[src/rtl/rxq_pkg.sv]
package rxq_pkg;

  typedef struct packed {
    logic       per;
    logic       fer;
    logic [7:0] data;
  } rxq_entry_t;

  typedef enum logic [1:0] {
    ADR_CTRL  = 2'd0,
    ADR_STAT  = 2'd1,
    ADR_DATA  = 2'd2,
    ADR_LEVEL = 2'd3
  } rxq_addr_e;

  localparam int NFLAG    = 6;
  localparam int F_THRESH = 0;
  localparam int F_ERR    = 1;
  localparam int F_BRK    = 2;
  localparam int F_FER    = 3;
  localparam int F_PER    = 4;
  localparam int F_OVR    = 5;

  // trigger level from the 2-bit select, scaled to the queue depth
  function automatic int unsigned trig_level(input logic [1:0] sel, input int unsigned depth);
    case (sel)
      2'd0:    return 1;
      2'd1:    return depth / 4;
      2'd2:    return depth / 2;
      default: return depth - 2;
    endcase
  endfunction

endpackage

[src/rtl/rxq_store.sv]
module rxq_store
  import rxq_pkg::*;
#(
  parameter  int DEPTH = 16,
  localparam int AW    = $clog2(DEPTH),
  localparam int CW    = $clog2(DEPTH + 1)
) (
  input  logic          clk,
  input  logic          rst,
  input  logic          push,
  input  logic          pop,
  input  rxq_entry_t    wr_entry,
  output rxq_entry_t    head,
  output logic [CW-1:0] count,
  output logic          full,
  output logic          dropped
);

  rxq_entry_t      mem [DEPTH];
  logic [AW-1:0]   wr_ptr, rd_ptr;
  logic            empty, do_push, do_pop;

  function automatic logic [AW-1:0] ptr_next(input logic [AW-1:0] p);
    return (p == AW'(DEPTH - 1)) ? '0 : p + 1'b1;
  endfunction

  assign full    = (count == CW'(DEPTH));
  assign empty   = (count == '0);
  assign do_push = push && !full;
  assign do_pop  = pop && !empty;
  assign dropped = push && full;
  assign head    = empty ? '0 : mem[rd_ptr];

  always_ff @(posedge clk) begin
    if (do_push) mem[wr_ptr] <= wr_entry;
  end

  always_ff @(posedge clk) begin
    if (rst) begin
      wr_ptr <= '0;
      rd_ptr <= '0;
      count  <= '0;
    end else begin
      if (do_push) wr_ptr <= ptr_next(wr_ptr);
      if (do_pop)  rd_ptr <= ptr_next(rd_ptr);
      case ({do_push, do_pop})
        2'b10:   count <= count + 1'b1;
        2'b01:   count <= count - 1'b1;
        default: count <= count;
      endcase
    end
  end

  AST_NO_OVERFLOW: assert property (@(posedge clk) disable iff (rst)
    count <= CW'(DEPTH));

  AST_DROP_KEEPS_LEVEL: assert property (@(posedge clk) disable iff (rst)
    (push && full && !pop) |=> (count == CW'(DEPTH)));

  AST_EMPTY_POP_NOOP: assert property (@(posedge clk) disable iff (rst)
    (empty && pop && !push) |=> (count == '0));

endmodule

[src/rtl/rxq_flags.sv]
module rxq_flags #(
  parameter int NF = 6
) (
  input  logic          clk,
  input  logic          rst,
  input  logic [NF-1:0] set_ev,
  input  logic [NF-1:0] clr_ok,
  input  logic          stat_rd,
  input  logic          stat_wr,
  input  logic [NF-1:0] wdata,
  output logic [NF-1:0] flags
);

  logic [NF-1:0] armed;

  for (genvar i = 0; i < NF; i++) begin : g_flag
    always_ff @(posedge clk) begin
      if (rst) begin
        flags[i] <= 1'b0;
        armed[i] <= 1'b0;
      end else begin
        if (set_ev[i])
          flags[i] <= 1'b1;
        else if (stat_wr && armed[i] && !wdata[i] && clr_ok[i])
          flags[i] <= 1'b0;

        if (stat_wr)
          armed[i] <= 1'b0;
        else if (stat_rd && flags[i])
          armed[i] <= 1'b1;
      end
    end
  end

  AST_NO_SILENT_CLEAR: assert property (@(posedge clk) disable iff (rst)
    !stat_wr |=> ((flags & $past(flags)) == $past(flags)));

endmodule

[src/rtl/rxq_irq_ctrl.sv]
module rxq_irq_ctrl
  import rxq_pkg::*;
#(
  parameter  int DEPTH = 16,
  localparam int CW    = $clog2(DEPTH + 1)
) (
  input  logic       clk,
  input  logic       rst,
  input  logic       in_valid,
  output logic       in_ready,
  input  logic [7:0] in_data,
  input  logic       in_fer,
  input  logic       in_per,
  input  logic       in_brk,
  input  logic       reg_wr,
  input  logic       reg_rd,
  input  logic [1:0] reg_addr,
  input  logic [7:0] reg_wdata,
  output logic [7:0] reg_rdata,
  output logic       irq_rxi,
  output logic       irq_eri,
  output logic       irq_bri
);

  logic             rie_q, rx_en_q;
  logic [1:0]       trig_sel_q;
  logic [CW-1:0]    count, trig_lvl;
  logic             full, dropped, accept, push_req, stored, lvl_ge;
  logic             wr_ctrl, stat_rd, stat_wr, pop;
  rxq_entry_t       head, wr_entry;
  logic [NFLAG-1:0] set_ev, clr_ok, flags;
  logic             unused_wbits;

  assign unused_wbits = ^reg_wdata[7:6];

  // register decode
  assign wr_ctrl = reg_wr && (reg_addr == ADR_CTRL);
  assign stat_wr = reg_wr && (reg_addr == ADR_STAT);
  assign stat_rd = reg_rd && (reg_addr == ADR_STAT);
  assign pop     = reg_rd && (reg_addr == ADR_DATA);

  always_ff @(posedge clk) begin
    if (rst) begin
      rie_q      <= 1'b0;
      rx_en_q    <= 1'b0;
      trig_sel_q <= 2'd0;
    end else if (wr_ctrl) begin
      rie_q      <= reg_wdata[0];
      rx_en_q    <= reg_wdata[1];
      trig_sel_q <= reg_wdata[3:2];
    end
  end

  // input stream: consumed whenever the receiver is on
  assign in_ready = rx_en_q;
  assign accept   = in_valid && rx_en_q;
  assign push_req = accept && !in_brk;
  assign stored   = push_req && !full;
  assign wr_entry = '{per: in_per, fer: in_fer, data: in_data};

  rxq_store #(.DEPTH(DEPTH)) u_store (
    .clk      (clk),
    .rst      (rst),
    .push     (push_req),
    .pop      (pop),
    .wr_entry (wr_entry),
    .head     (head),
    .count    (count),
    .full     (full),
    .dropped  (dropped)
  );

  assign trig_lvl = CW'(trig_level(trig_sel_q, DEPTH));
  assign lvl_ge   = (count >= trig_lvl);

  always_comb begin
    set_ev           = '0;
    set_ev[F_THRESH] = lvl_ge;
    set_ev[F_ERR]    = dropped || (stored && (in_fer || in_per));
    set_ev[F_BRK]    = accept && in_brk;
    set_ev[F_FER]    = stored && in_fer;
    set_ev[F_PER]    = stored && in_per;
    set_ev[F_OVR]    = dropped;
    clr_ok           = '1;
    clr_ok[F_THRESH] = !lvl_ge;
  end

  rxq_flags #(.NF(NFLAG)) u_flags (
    .clk     (clk),
    .rst     (rst),
    .set_ev  (set_ev),
    .clr_ok  (clr_ok),
    .stat_rd (stat_rd),
    .stat_wr (stat_wr),
    .wdata   (reg_wdata[NFLAG-1:0]),
    .flags   (flags)
  );

  assign irq_rxi = rie_q && flags[F_THRESH];
  assign irq_eri = rie_q && flags[F_ERR];
  assign irq_bri = rie_q && flags[F_BRK];

  always_comb begin
    case (reg_addr)
      ADR_CTRL:  reg_rdata = {4'b0000, trig_sel_q, rx_en_q, rie_q};
      ADR_STAT:  reg_rdata = {2'b00, flags};
      ADR_DATA:  reg_rdata = head.data;
      default:   reg_rdata = {1'b0, head.per, head.fer, 5'(count)};
    endcase
  end

  AST_THRESH_SETS: assert property (@(posedge clk) disable iff (rst)
    lvl_ge |=> flags[F_THRESH]);

  AST_THRESH_HELD: assert property (@(posedge clk) disable iff (rst)
    (flags[F_THRESH] && lvl_ge) |=> flags[F_THRESH]);

  AST_RX_OFF_NO_FILL: assert property (@(posedge clk) disable iff (rst)
    !in_ready |=> (count <= $past(count)));

endmodule

[config.mk]
export PLATFORM = sky130hd
export DESIGN_NAME = rxq_irq_ctrl
export DESIGN_NICKNAME = d
export VERILOG_FILES = /design/src/rtl/rxq_pkg.sv /design/src/rtl/rxq_store.sv /design/src/rtl/rxq_flags.sv /design/src/rtl/rxq_irq_ctrl.sv
export SDC_FILE = /design/constraint.sdc
export NUM_CORES = 1
export LEC_CHECK = 0
export BUFFER_PORTS_ARGS = -buffer_cell sky130_fd_sc_hd__buf_4
export CELL_PAD_IN_SITES_DETAIL_PLACEMENT = 1
export CELL_PAD_IN_SITES_GLOBAL_PLACEMENT = 2
export CORE_UTILIZATION = 25
export CTS_BUF_LIST = sky130_fd_sc_hd__clkbuf_8
export CTS_CLUSTER_SIZE = 12
export DETAILED_ROUTE_END_ITERATION = 6
export GPL_ROUTABILITY_DRIVEN = 0
export PLACE_DENSITY = 0.56
export SYNTH_ARGS = -nofsm -noshare
export SYNTH_HDL_FRONTEND = slang
export SYNTH_SLANG_ARGS = --single-unit
[constraint.sdc]
create_clock -name clk -period 3 [get_ports clk]
set_clock_uncertainty 0.05 [all_clocks]
set_input_delay 0.3 -clock clk [delete_from_list [all_inputs] [get_ports clk]]
set_output_delay 0.3 -clock clk [all_outputs]
set_load 0.01 [all_outputs]
==> summary.md, run 1 <==
| Metric | Value |
|---|---|
| Outcome | completed |
| Filler instances | 3253 |
| Layout Utilization | 30.4% |
| Hold/Removal Path Class | primary input to flip-flop |
| Req. time, crit path | 2650 ps |
| CTS tree | done |
| Least-Margin Pin Slew | 552 ps |
| Avg Inst Size Synth | 16.5 um^2 |
| Count of final setup violators | 0 |
| ANT nets after route | 0 |
| Area Overhead vs Synth | 18.3% |
| Share of cells above drive strength 1 | 30.5% |
| CP max FO | 5 |
| Synth Net Count | 521 |
| Leak pwr | 0.00304 uW |
| Yosys warns | 0 |
| Yosys reg bits | 193 |
| Std cell rows | 64 |
| Vias after detailed routing | 4426 |
| CP Capture Type | primary output |
| DIE WIDTH | 180 um |
| Setup ws final | 13.2 ps |
| Total CTS buffers | 17 |
| DR vias/cell | 4.64 |
| Sequential area share after synthesis | 68.7% |
| Sw Pwr | 1000 uW |
| Overall power after layout | 4680 uW |
| Clk root buf | clkbuf_8 |
| Adder-Cell Fraction of Synth Area | 1.89% |
| GRT overflow | 0 |
| Post-DP HPWL | 13200 um |
| Pwr/cell area | 497 nW/um^2 |
| Cell area after synthesis | 7950 um^2 |
| Post-DR wirelength/cell | 21.0 um |
| Antenna violations before repair | 1 |
| Final wirelength | 20000 um |
| Period utilization | 99.6% |
| DRC | 0 |
| Post-Synth XOR/XNOR Area | 0.551% |
| Ranking of synthesized cells by area | edfxtp_1, mux4_2, dfxtp_1, nor2_1, mux2i_1 |
| Fmax | 335 MHz |
| Post-CTS Setup Bufs | 0 |
| Largest net degree at the start of global routing | 32 |
| DR iter-0 viols | 303 |
| RSZ-0062 raised after global routing | yes |
| Initial Util | 25.7% |
| Cell taking the most area after synthesis | edfxtp_1 |
| Compound-gate portion of the synthesized area | 4.53% |
| Synth top area share | 60.4% |
| VDD IR max | 0.273 mV |
| Die Ht | 180 um |
| Clock transition at path regs | 100 ps |
| Arrival @ worst endpoint | 2640 ps |
| IO buf count | 35 |
| IO Count | 38 |
| Switching Fraction | 21.4% |
| Final #Nets | 582 |
| First-pass GRT wire length | 30000 um |
| Pre-CTS WS | 213 ps |
| Total GRT Usage | 12.7% |
| Sequential Power Share | 62.0% |
| Vias in the first global route | 4792 |
| DRT Pass-1 Iters | 4 |
| Pins Over Slew Limit | 0 |
| Crit path kind | flip-flop to primary output |
| CP Launch Type | flip-flop |
| Ant. Diodes | 0 |
| Largest family of logic cells by synthesized area | multiplexers |
| # H-tree levels | 4 |
| Comb power frac | 2.7% |
| Max Cap Viol | 0 |
| Clk buf depth | 2 |
| CTS sink cnt | 193 |
| Post-layout minimum cycle time | 2990 ps |
| Clock power share | 35.3% |
| Slew margin rel. | 63.1% |
| Cell variety after synth | 44 |
| Post-Syn Instances | 483 |
| Post-synthesis simple-gate area fraction | 6.58% |
| Internal power | 3680 uW |
| Hold buffers post-CTS | 0 |
| Die area | 32500 um^2 |
| Clock Latency Late Sink | 460 ps |
| Final Hold Viols | 0 |
| Multiplexer area fraction after synthesis | 15.3% |
| Core Box Area | 30900 um^2 |
==> layout make-up <==
cell class / count / area [um^2] / share of cell area (%)
sequential: 193 / 5470 / 58.1
multi-input combinational: 245 / 2370 / 25.1
clock inverter: 15 / 144 / 1.53
inverter: 16 / 60.1 / 0.638
timing repair buffer: 71 / 641 / 6.81
tap: 396 / 495 / 5.27
clock buffer: 17 / 234 / 2.49
==> power by group through the flow <==
stage | Combinational (uW) | Clock [uW] | Sequential [uW]
6_report | 124 | 1650 | 2900
5_1_grt | 136 | 1800 | 2910
4_1_cts | 125 | 1710 | 2900
3_5_place_dp | 123 | 0 | 2970
3_3_place_gp | 118 | 0 | 2970
2_1_floorplan | 46.6 | 0 | 2960
==> cell families (layout without fill, tap and decap cells) <==
logic type      count (synthesis)  in the layout
compound gates                 54             54
xor+xnor                        5              5
buf+inv                        45            119
simple gates                  110            110
mux                            64             64
fa+ha+maj                      12             12
flops                         193            193
==> synth_stat cells <==
master,n
buf_2,10
a21boi_1,1
or2_2,1
a31o_2,2
nand2_1,18
and3_1,1
o22ai_1,2
xor2_1,5
nor2b_1,3
and2_1,6
a41o_1,1
nand3b_1,10
o2111ai_1,2
dfxtp_1,33
o221ai_1,4
a311oi_1,2
clkbuf_1,12
nand3_1,2
or4_1,2
buf_4,3
and3b_1,1
a41oi_1,1
a21oi_1,20
nor3_1,6
a22oi_1,3
a31oi_1,3
mux2i_1,16
mux4_2,46
edfxtp_1,160
nor2_1,53
buf_1,4
mux2_2,2
a211oi_1,2
o211ai_1,1
o31ai_1,1
o2111a_1,1
or3b_1,2
o32ai_1,1
o21ai_0,5
inv_1,16
nand2b_1,4
a32oi_1,2
nor4_1,1
ha_1,12
==> per-stage QoR <==
| step | std cells | setup TNS, ps | instance area, um^2 | hold WS, ps |
|---|---|---|---|---|
| after floorplan | 483 | 0 | 7980 | 349 |
| after CTS | 951 | -9.54 | 9330 | 6.68 |
| final | 953 | 0 | 9410 | 39.6 |
| after detailed placement | 917 | 0 | 8880 | 411 |
| after global routing | 953 | -277 | 9410 | 7.68 |
| after global placement | 917 | 0 | 8880 | 403 |
==> registers in the layout (all words and copies together) (netlist names), named ones only <==
| name | count |
|---|---|
| u_store.count | 5 |
| u_store.mem | 160 |
| u_store.wr_ptr | 4 |
| u_flags.armed | 6 |
| u_flags.flags | 6 |
| trig_sel_q | 2 |
| in_ready | 1 |
| rie_q | 1 |
| u_store.rd_ptr | 4 |
==> layout by cell type (no fill, tap or decap), types with 6 or more instances in the layout <==
master and instances:
nand2_1 18, and2_1 6, nor2_1 52, mux2i_1 15
nand3b_1 10, dfxtp_1 31, a21oi_1 18, edfxtp_1 160
clkbuf_8 17, mux4_2 46, buf_4 65, ha_1 11
inv_1 15
==> what timing repair did <==
action                                  CTS  global route
cloned                                    2             2
pin swaps                                 0             1
endpoints found under the setup margin    6             4
endpoints found under the hold margin     0             0
resized for setup                        11             5
==> worst paths after layout <==
check	from	to	slack [ps]	cells past startpoint
max	flip-flop	reg_rdata[2]	10	6
min	reg_wdata[0]	rie_q	40	3
max reg2reg	u_store.count[0]	u_store.count[4]	220	8
min reg2reg	u_flags.armed[2]	u_flags.armed[2]	440	2
==> metal layers <==
metal / global-route usage, % / part of all wire, % / wire [um]
met1: 16.8 / 47 / 9380
met2: 21.0 / 49 / 9910
met3: 3.17 / 3.1 / 612
met4: 2.94 / 0.59 / 119
met5: 0 / 0.085 / 17
==> worst max-delay path: stages (launching register included) <==
cell       delay (ps)
dfxtp_4           520
clkbuf_16         210
mux4_2            510
mux4_2            560
inv_2             110
o221ai_2          100
buf_4             160
(Power assumes the default switching activity.)
==> inputs of run 2 (changes only) <==
--- a/config.mk
+++ b/config.mk
@@ -14,6 +14,8 @@
 export DETAILED_ROUTE_END_ITERATION = 6
 export GPL_ROUTABILITY_DRIVEN = 0
 export PLACE_DENSITY = 0.56
+export RECOVER_POWER = 25
+export SETUP_SLACK_MARGIN = 0.2
 export SYNTH_ARGS = -nofsm -noshare
 export SYNTH_HDL_FRONTEND = slang
 export SYNTH_SLANG_ARGS = --single-unit
==> constraint.sdc (replaced) <==
create_clock -name clk -period 3 [get_ports clk]
set_clock_uncertainty 0.05 [all_clocks]
set_input_delay 0.15 -clock clk [delete_from_list [all_inputs] [get_ports clk]]
set_output_delay 0.15 -clock clk [all_outputs]
set_load 0.01 [all_outputs]
==> summary.md, run 2 (synthesis gave the netlist of run 1 again) <==
| Metric | Value |
|---|---|
| CP bufs+invs | 3 (unchanged) |
| Sw Pwr | 1200 uW (+20%) |
| Final #Nets | 609 (+4.6%) |
| Area Overhead vs Synth | 23.5% |
| Count of final setup violators | 0 (unchanged) |
| Die Ht | 180 um (unchanged) |
| Post-DR wirelength/cell | 21.3 um (+1.5%) |
| Fmax | 357 MHz (+6.8%) |
| Post-DP HPWL | 13500 um (+2.1%) |
| Pwr/cell area | 489 nW/um^2 (-1.6%) |
| DIE WIDTH | 180 um (unchanged) |
| Crit path kind | flip-flop to primary output |
| CP max stage delay | 530 ps (-30 ps) |
| IO Count | 38 (unchanged) |
| Max Cap Viol | 0 (unchanged) |
| First-pass GRT wire length | 31800 um (+6.2%) |
| GRT overflow | 0 (unchanged) |
| Period utilization | 93.2% (-6.3 points) |
| Ant. Diodes | 0 (unchanged) |
| DP Cell Count | 915 (-0.22%) |
| DR vias/cell | 4.62 (-0.58%) |
| Crit-path cells | buf_12 -> buf_16 -> mux4_2 -> mux4_2 -> mux2i_1 -> nor2_1 -> buf_4 |
| CP Capture Type | primary output |
| RSZ-0062 raised after global routing | yes |
| Layout Utilization | 31.8% (+1.3 points) |
| Req. time, crit path | 2800 ps (+150 ps) |
| WHS | 182 ps (+143 ps) |
| Pins Over Slew Limit | 0 (unchanged) |
| Arrival @ worst endpoint | 2600 ps (-40 ps) |
| Switching Fraction | 25.0% (+3.6 points) |
| Internal power | 3610 uW (-1.9%) |
| Share of cells above drive strength 1 | 30.1% (-0.38 points) |
| DRC | 0 (unchanged) |
| Most common cell after layout, fill and taps aside | edfxtp_1 |
| ANT nets after route | 0 (unchanged) |
| Sequential Power Share | 60.4% (-1.6 points) |
| Clk buf depth | 2 (unchanged) |
| Least-Margin Pin Slew | 661 ps (+109 ps) |
| Overall power after layout | 4810 uW (+2.7%) |
| DR iter-0 viols | 296 (-2.3%) |
| Antenna violations before repair | 1 (unchanged) |
| Vias in the first global route | 5014 (+4.6%) |
| Post-layout minimum cycle time | 2800 ps (-189 ps) |
| CTS sink cnt | 193 (unchanged) |
| Clock Latency Late Sink | 470 ps (about the same) |
| Comb power frac | 2.9% (+0.2 points) |
| Clock transition at path regs | 120 ps (+20 ps) |
| Final Non-Filler Cells | 980 (+2.8%) |
| CP max FO | 5 (unchanged) |
| Outcome | completed |
| # H-tree levels | 4 (unchanged) |
| Initial Util | 25.7% (unchanged) |
| Total CTS buffers | 17 (unchanged) |
| DRT Pass-1 Iters | 4 (unchanged) |
| Cell family with most CP delay | multiplexers |
| Final wirelength | 20900 um (+4.4%) |
| Setup tns final | 0 ps (unchanged) |
| Die area | 32500 um^2 (unchanged) |
| Total GRT Usage | 13.4% (+0.64 points) |
| CTS tree | done |
| Leak pwr | 0.00319 uW (+4.7%) |
| Vias after detailed routing | 4525 (+2.2%) |
| Cell mode on critical path | mux4_2 |
| Max FFs per register | 160 (unchanged) |
| Clock power share | 36.6% (+1.3 points) |
| Final Hold Viols | 0 (unchanged) |
| Hold/Removal Path Class | primary input to flip-flop |
| Biggest regs | u_store.mem x160, u_flags.armed x6, u_flags.flags x6 |
| Slew margin rel. | 55.9% (-7.2 points) |
| Register bank with the most flops | u_store.mem |
| CP Launch Type | flip-flop |
| Std cell rows | 64 (unchanged) |
| Largest net degree at the start of global routing | 32 (unchanged) |
| Clk root buf | clkbuf_8 |
| VDD IR max | 0.258 mV (-5.5%) |
| IO buf count | 35 (unchanged) |
| Slowest-stage cell, CP | mux4_2 |
| Core Box Area | 30900 um^2 (unchanged) |
| Commonest cells after routing, fill and taps aside | edfxtp_1, buf_4, nor2_1 |
run 2: cell count changes in the layout (fill, tap and decap cells not counted), moves of 3 or more:
cell	delta
clkbuf_1	+6
buf_6	+3
buf_16	+3
inv_8	+3
buf_12	+6
clkinv_8	+5
dlygate4sd3_1	+20
inv_1	-3
buf_4	-10
run 2: worst paths after layout:
check | slack (ps) | start | cells past startpoint | to
max reg2reg | 280 | u_store.count[0] | 10 | u_store.count[4]
min | 180 | reg_rd | 4 | u_flags.armed[5]
min reg2reg | 440 | u_flags.armed[2] | 2 | u_flags.armed[2]
max | 200 | flip-flop | 7 | reg_rdata[6]
run 2: metrics by stage:
stage / setup slack, ps / instance area (um^2)
after floorplan: 148 / 8000
after global placement: 237 / 8930
after detailed placement: 199 / 8930
after CTS: 151 / 9790
after global routing: 99.6 / 9820
final: 203 / 9820
run 2: what timing repair did:
item | in CTS | in global routing
endpoints found under the hold margin | 169 | 1
setup buffers | 5 | 3
gates resized for setup | 17 | 6
hold buffers | 19 | 1
endpoints found under the setup margin | 7 | 11
gates cloned | 5 | 0
pin swaps | 1 | 4
run 2: power by group through the flow:
stage	sequential (uW)	clock, uW	combinational, uW
after floorplan	2960	0	46.9
after global placement	2970	0	118
after detailed placement	2970	0	123
after CTS	2900	1810	146
after global routing	2910	1920	156
final	2900	1760	141
run 2: cell type report:
cell class | count | area, um^2
Clock inverter | 15 | 186
Timing Repair Buffer | 98 | 990
Fill cell | 3222 | 21100
Sequential cell | 193 | 5470
Multi-Input combinational cell | 245 | 2390
Tap cell | 396 | 495
Clock buffer | 17 | 234
Inverter | 16 | 60.1
run 2: routing by layer:
metal	track usage [%]	share of wire, %
met2	23.9	52
met1	16.5	43
met4	2.80	0.81
met5	0	0.062
met3	2.83	4.2
run 2: worst register-to-register path: stages (launching register included):
cell and delay, ps:
dfxtp_1 330, or4_4 540, o2111a_2 320, ha_4 210, xor2_1 150, ha_2 190
inv_2 70, o22ai_1 80, a31o_2 260, a21oi_2 140, mux2_4 300
==> inputs of run 3 (changes only) <==
--- a/config.mk
+++ b/config.mk
@@ -8,12 +8,12 @@
 export BUFFER_PORTS_ARGS = -buffer_cell sky130_fd_sc_hd__buf_4
 export CELL_PAD_IN_SITES_DETAIL_PLACEMENT = 1
 export CELL_PAD_IN_SITES_GLOBAL_PLACEMENT = 2
-export CORE_UTILIZATION = 25
+export CORE_UTILIZATION = 43
 export CTS_BUF_LIST = sky130_fd_sc_hd__clkbuf_8
 export CTS_CLUSTER_SIZE = 12
 export DETAILED_ROUTE_END_ITERATION = 6
 export GPL_ROUTABILITY_DRIVEN = 0
-export PLACE_DENSITY = 0.56
+export PLACE_DENSITY = 0.84
 export RECOVER_POWER = 25
 export SETUP_SLACK_MARGIN = 0.2
 export SYNTH_ARGS = -nofsm -noshare
==> summary.md, run 3 (synthesis gave the netlist of run 1 again) <==
| Metric | Value |
|---|---|
| Outcome | completed |
| Slowest-stage cell, CP | or4_4 |
| VDD IR max | 0.299 mV (+16%) |
| Total CTS buffers | 17 (unchanged) |
| Leak pwr | 0.00307 uW (-3.6%) |
| Filler instances | 1737 (-46%) |
| Multi-input gate area in the final layout | 2370 um^2 (-0.68%) |
| CP Launch Type | flip-flop |
| Count of final setup violators | 0 (unchanged) |
| Arrival @ worst endpoint | 3030 ps (+430 ps) |
| Area Overhead vs Synth | 17.1% |
| Vias after detailed routing | 4613 (+1.9%) |
| Total GRT Usage | 20.3% (+6.9 points) |
| DR vias/cell | 5.77 (+25%) |
| Max Cap Viol | 0 (unchanged) |
| Register bank with the most flops | u_store.mem |
| DR iter-0 viols | 324 (+9.5%) |
| CTS sink cnt | 193 (unchanged) |
| Req. time, crit path | 3300 ps (+500 ps) |
| Crit path kind | flip-flop to flip-flop |
| Clock transition at path regs | 100 ps (-20 ps) |
| Post-CTS Setup Bufs | 0 (-5) |
| Biggest regs | u_store.mem x160, u_flags.armed x6, u_flags.flags x6 |
| Clk buf depth | 2 (unchanged) |
| CTS tree | done |
| Most common cell after layout, fill and taps aside | edfxtp_1 |
| Core Box Area | 18000 um^2 (-42%) |
| Final wirelength | 18900 um (-9.8%) |
| Crit-path cells | or4_4 -> o2111a_1 -> ha_4 -> xor2_1 -> ha_2 -> inv_2 -> o22ai_1 -> a31o_2 -> a21oi_2 -> mux2_4 |
| Least-Margin Pin Slew | 662 ps (+0.0744 ps) |
| Die Ht | 138 um (-23%) |
| Largest net degree at the start of global routing | 32 (unchanged) |
| Final Hold Viols | 0 (unchanged) |
| RSZ-0062 raised after global routing | yes |
| Post-DR wirelength/cell | 23.6 um (+11%) |
| Setup tns final | 0 ps (unchanged) |
| Antenna violations before repair | 0 (-1) |
| Reg area | 5470 um^2 (unchanged) |
| Clock Latency Late Sink | 460 ps (about the same) |
| Final #Nets | 596 (-2.1%) |
| DRT Pass-1 Iters | 4 (unchanged) |
| Pre-CTS WS | 230 ps (+31.4 ps) |
| Initial Util | 44.1% (+18 points) |
| Commonest cells after routing, fill and taps aside | edfxtp_1, buf_4, nor2_1 |
| Post-layout minimum cycle time | 2730 ps (-71.7 ps) |
| Post-Layout Inst Area | 9310 um^2 (-5.2%) |
| First-pass GRT wire length | 28300 um (-11%) |
| Vias in the first global route | 4817 (-3.9%) |
| Setup ws final | 274 ps (+71.7 ps) |
| ANT nets after route | 0 (unchanged) |
| Period utilization | 90.9% (-2.4 points) |
| Ant. Diodes | 0 (unchanged) |
| Pwr/cell area | 507 nW/um^2 (+3.5%) |
| IO buf count | 35 (unchanged) |
| Placed cell area | 8680 um^2 (-2.8%) |
| Post-DP HPWL | 11900 um (-12%) |
| # H-tree levels | 4 (unchanged) |
| CP Capture Type | flip-flop |
| DRC | 0 (unchanged) |
| GRT overflow | 0 (unchanged) |
| Hold/Removal Path Class | primary input to flip-flop |
| CP max stage delay | 540 ps (about the same) |
| Share of cells above drive strength 1 | 27.7% (-2.5 points) |
| Slew margin rel. | 55.9% (about the same) |
| DIE WIDTH | 138 um (-23%) |
| IO Count | 38 (unchanged) |
| Die area | 19000 um^2 (-41%) |
| Max FFs per register | 160 (unchanged) |
| Clk root buf | clkbuf_8 |
| CP max FO | 10 (+5) |
| Std cell rows | 49 (-23%) |
| Pins Over Slew Limit | 0 (unchanged) |
| Fmax | 367 MHz (+2.6%) |
## run 3: cell count changes in the layout (fill, tap and decap cells not counted), sizes merged
cell / before / now
buf: 72 / 60
clkinv: 8 / 4
dlygate4sd3: 20 / 17
bufinv: 0 / 2
clkbuf: 23 / 25
clkinvlp: 1 / 2
inv: 22 / 23
## run 3: final timing paths
check / startpoint / endpoint / slack, ps / depth (start not counted)
worst max register to register: u_store.count[0] / u_store.count[4] / 270 / 10
worst max-delay path: u_store.count[0] / u_store.count[4] / 270 / 10
worst min register to register: u_flags.armed[5] / u_flags.armed[5] / 430 / 2
worst min-delay path: rst / rie_q / 20 / 2
## run 3: stage by stage
stage	utilization [%]	hold slack (ps)	std cells	power (uW)
after floorplan	-	199	483	3010
after global placement	48.1	344	749	3080
after detailed placement	48.1	352	749	3080
after CTS	51.3	0.526	798	4750
after global routing	51.7	15.5	800	4850
final	51.7	20.1	800	4720
## run 3: what timing repair did
item | in CTS | in global routing
hold buffers | 17 | 0
gates cloned | 0 | 2
endpoints found under the setup margin | 3 | 6
endpoints found under the hold margin | 166 | 0
resized for setup | 2 | 8
## run 3: layout make-up
| cell class | instances | share of cell area, % |
|---|---|---|
| repair buffers | 85 | 7.85 |
| well taps | 229 | 3.08 |
| clock buffers | 17 | 2.51 |
| inverters | 16 | 0.645 |
| clock inverters | 15 | 1.71 |
| flip-flops and latches | 193 | 58.8 |
| multi-input cells | 245 | 25.5 |
## run 3: metal layers
layer	track usage (%)	vias up	wire, um
met1	26.5	2410	8060
li1	-	2035	-
met3	3.60	23	954
met2	34.0	145	9520
met5	0	-	0
met4	7.40	0	335
## run 3: power breakdown
part           switching, uW  internal [uW]  total (uW)
Combinational           76.5           56.4         133
Clock                    929            753        1680
Sequential              6.43           2900        2900
## run 3: worst max-delay path: cells and delay by family (launching register included)
kind                       cells  cell delay (ps)
AOI/OAI and AO/OA              4              770
xor gates and xnor gates       1              150
adders and majority gates      2              410
buffers and inverters          1               70
DFF                            1              320
muxes                          1              300
and+or+nand+nor                1              540
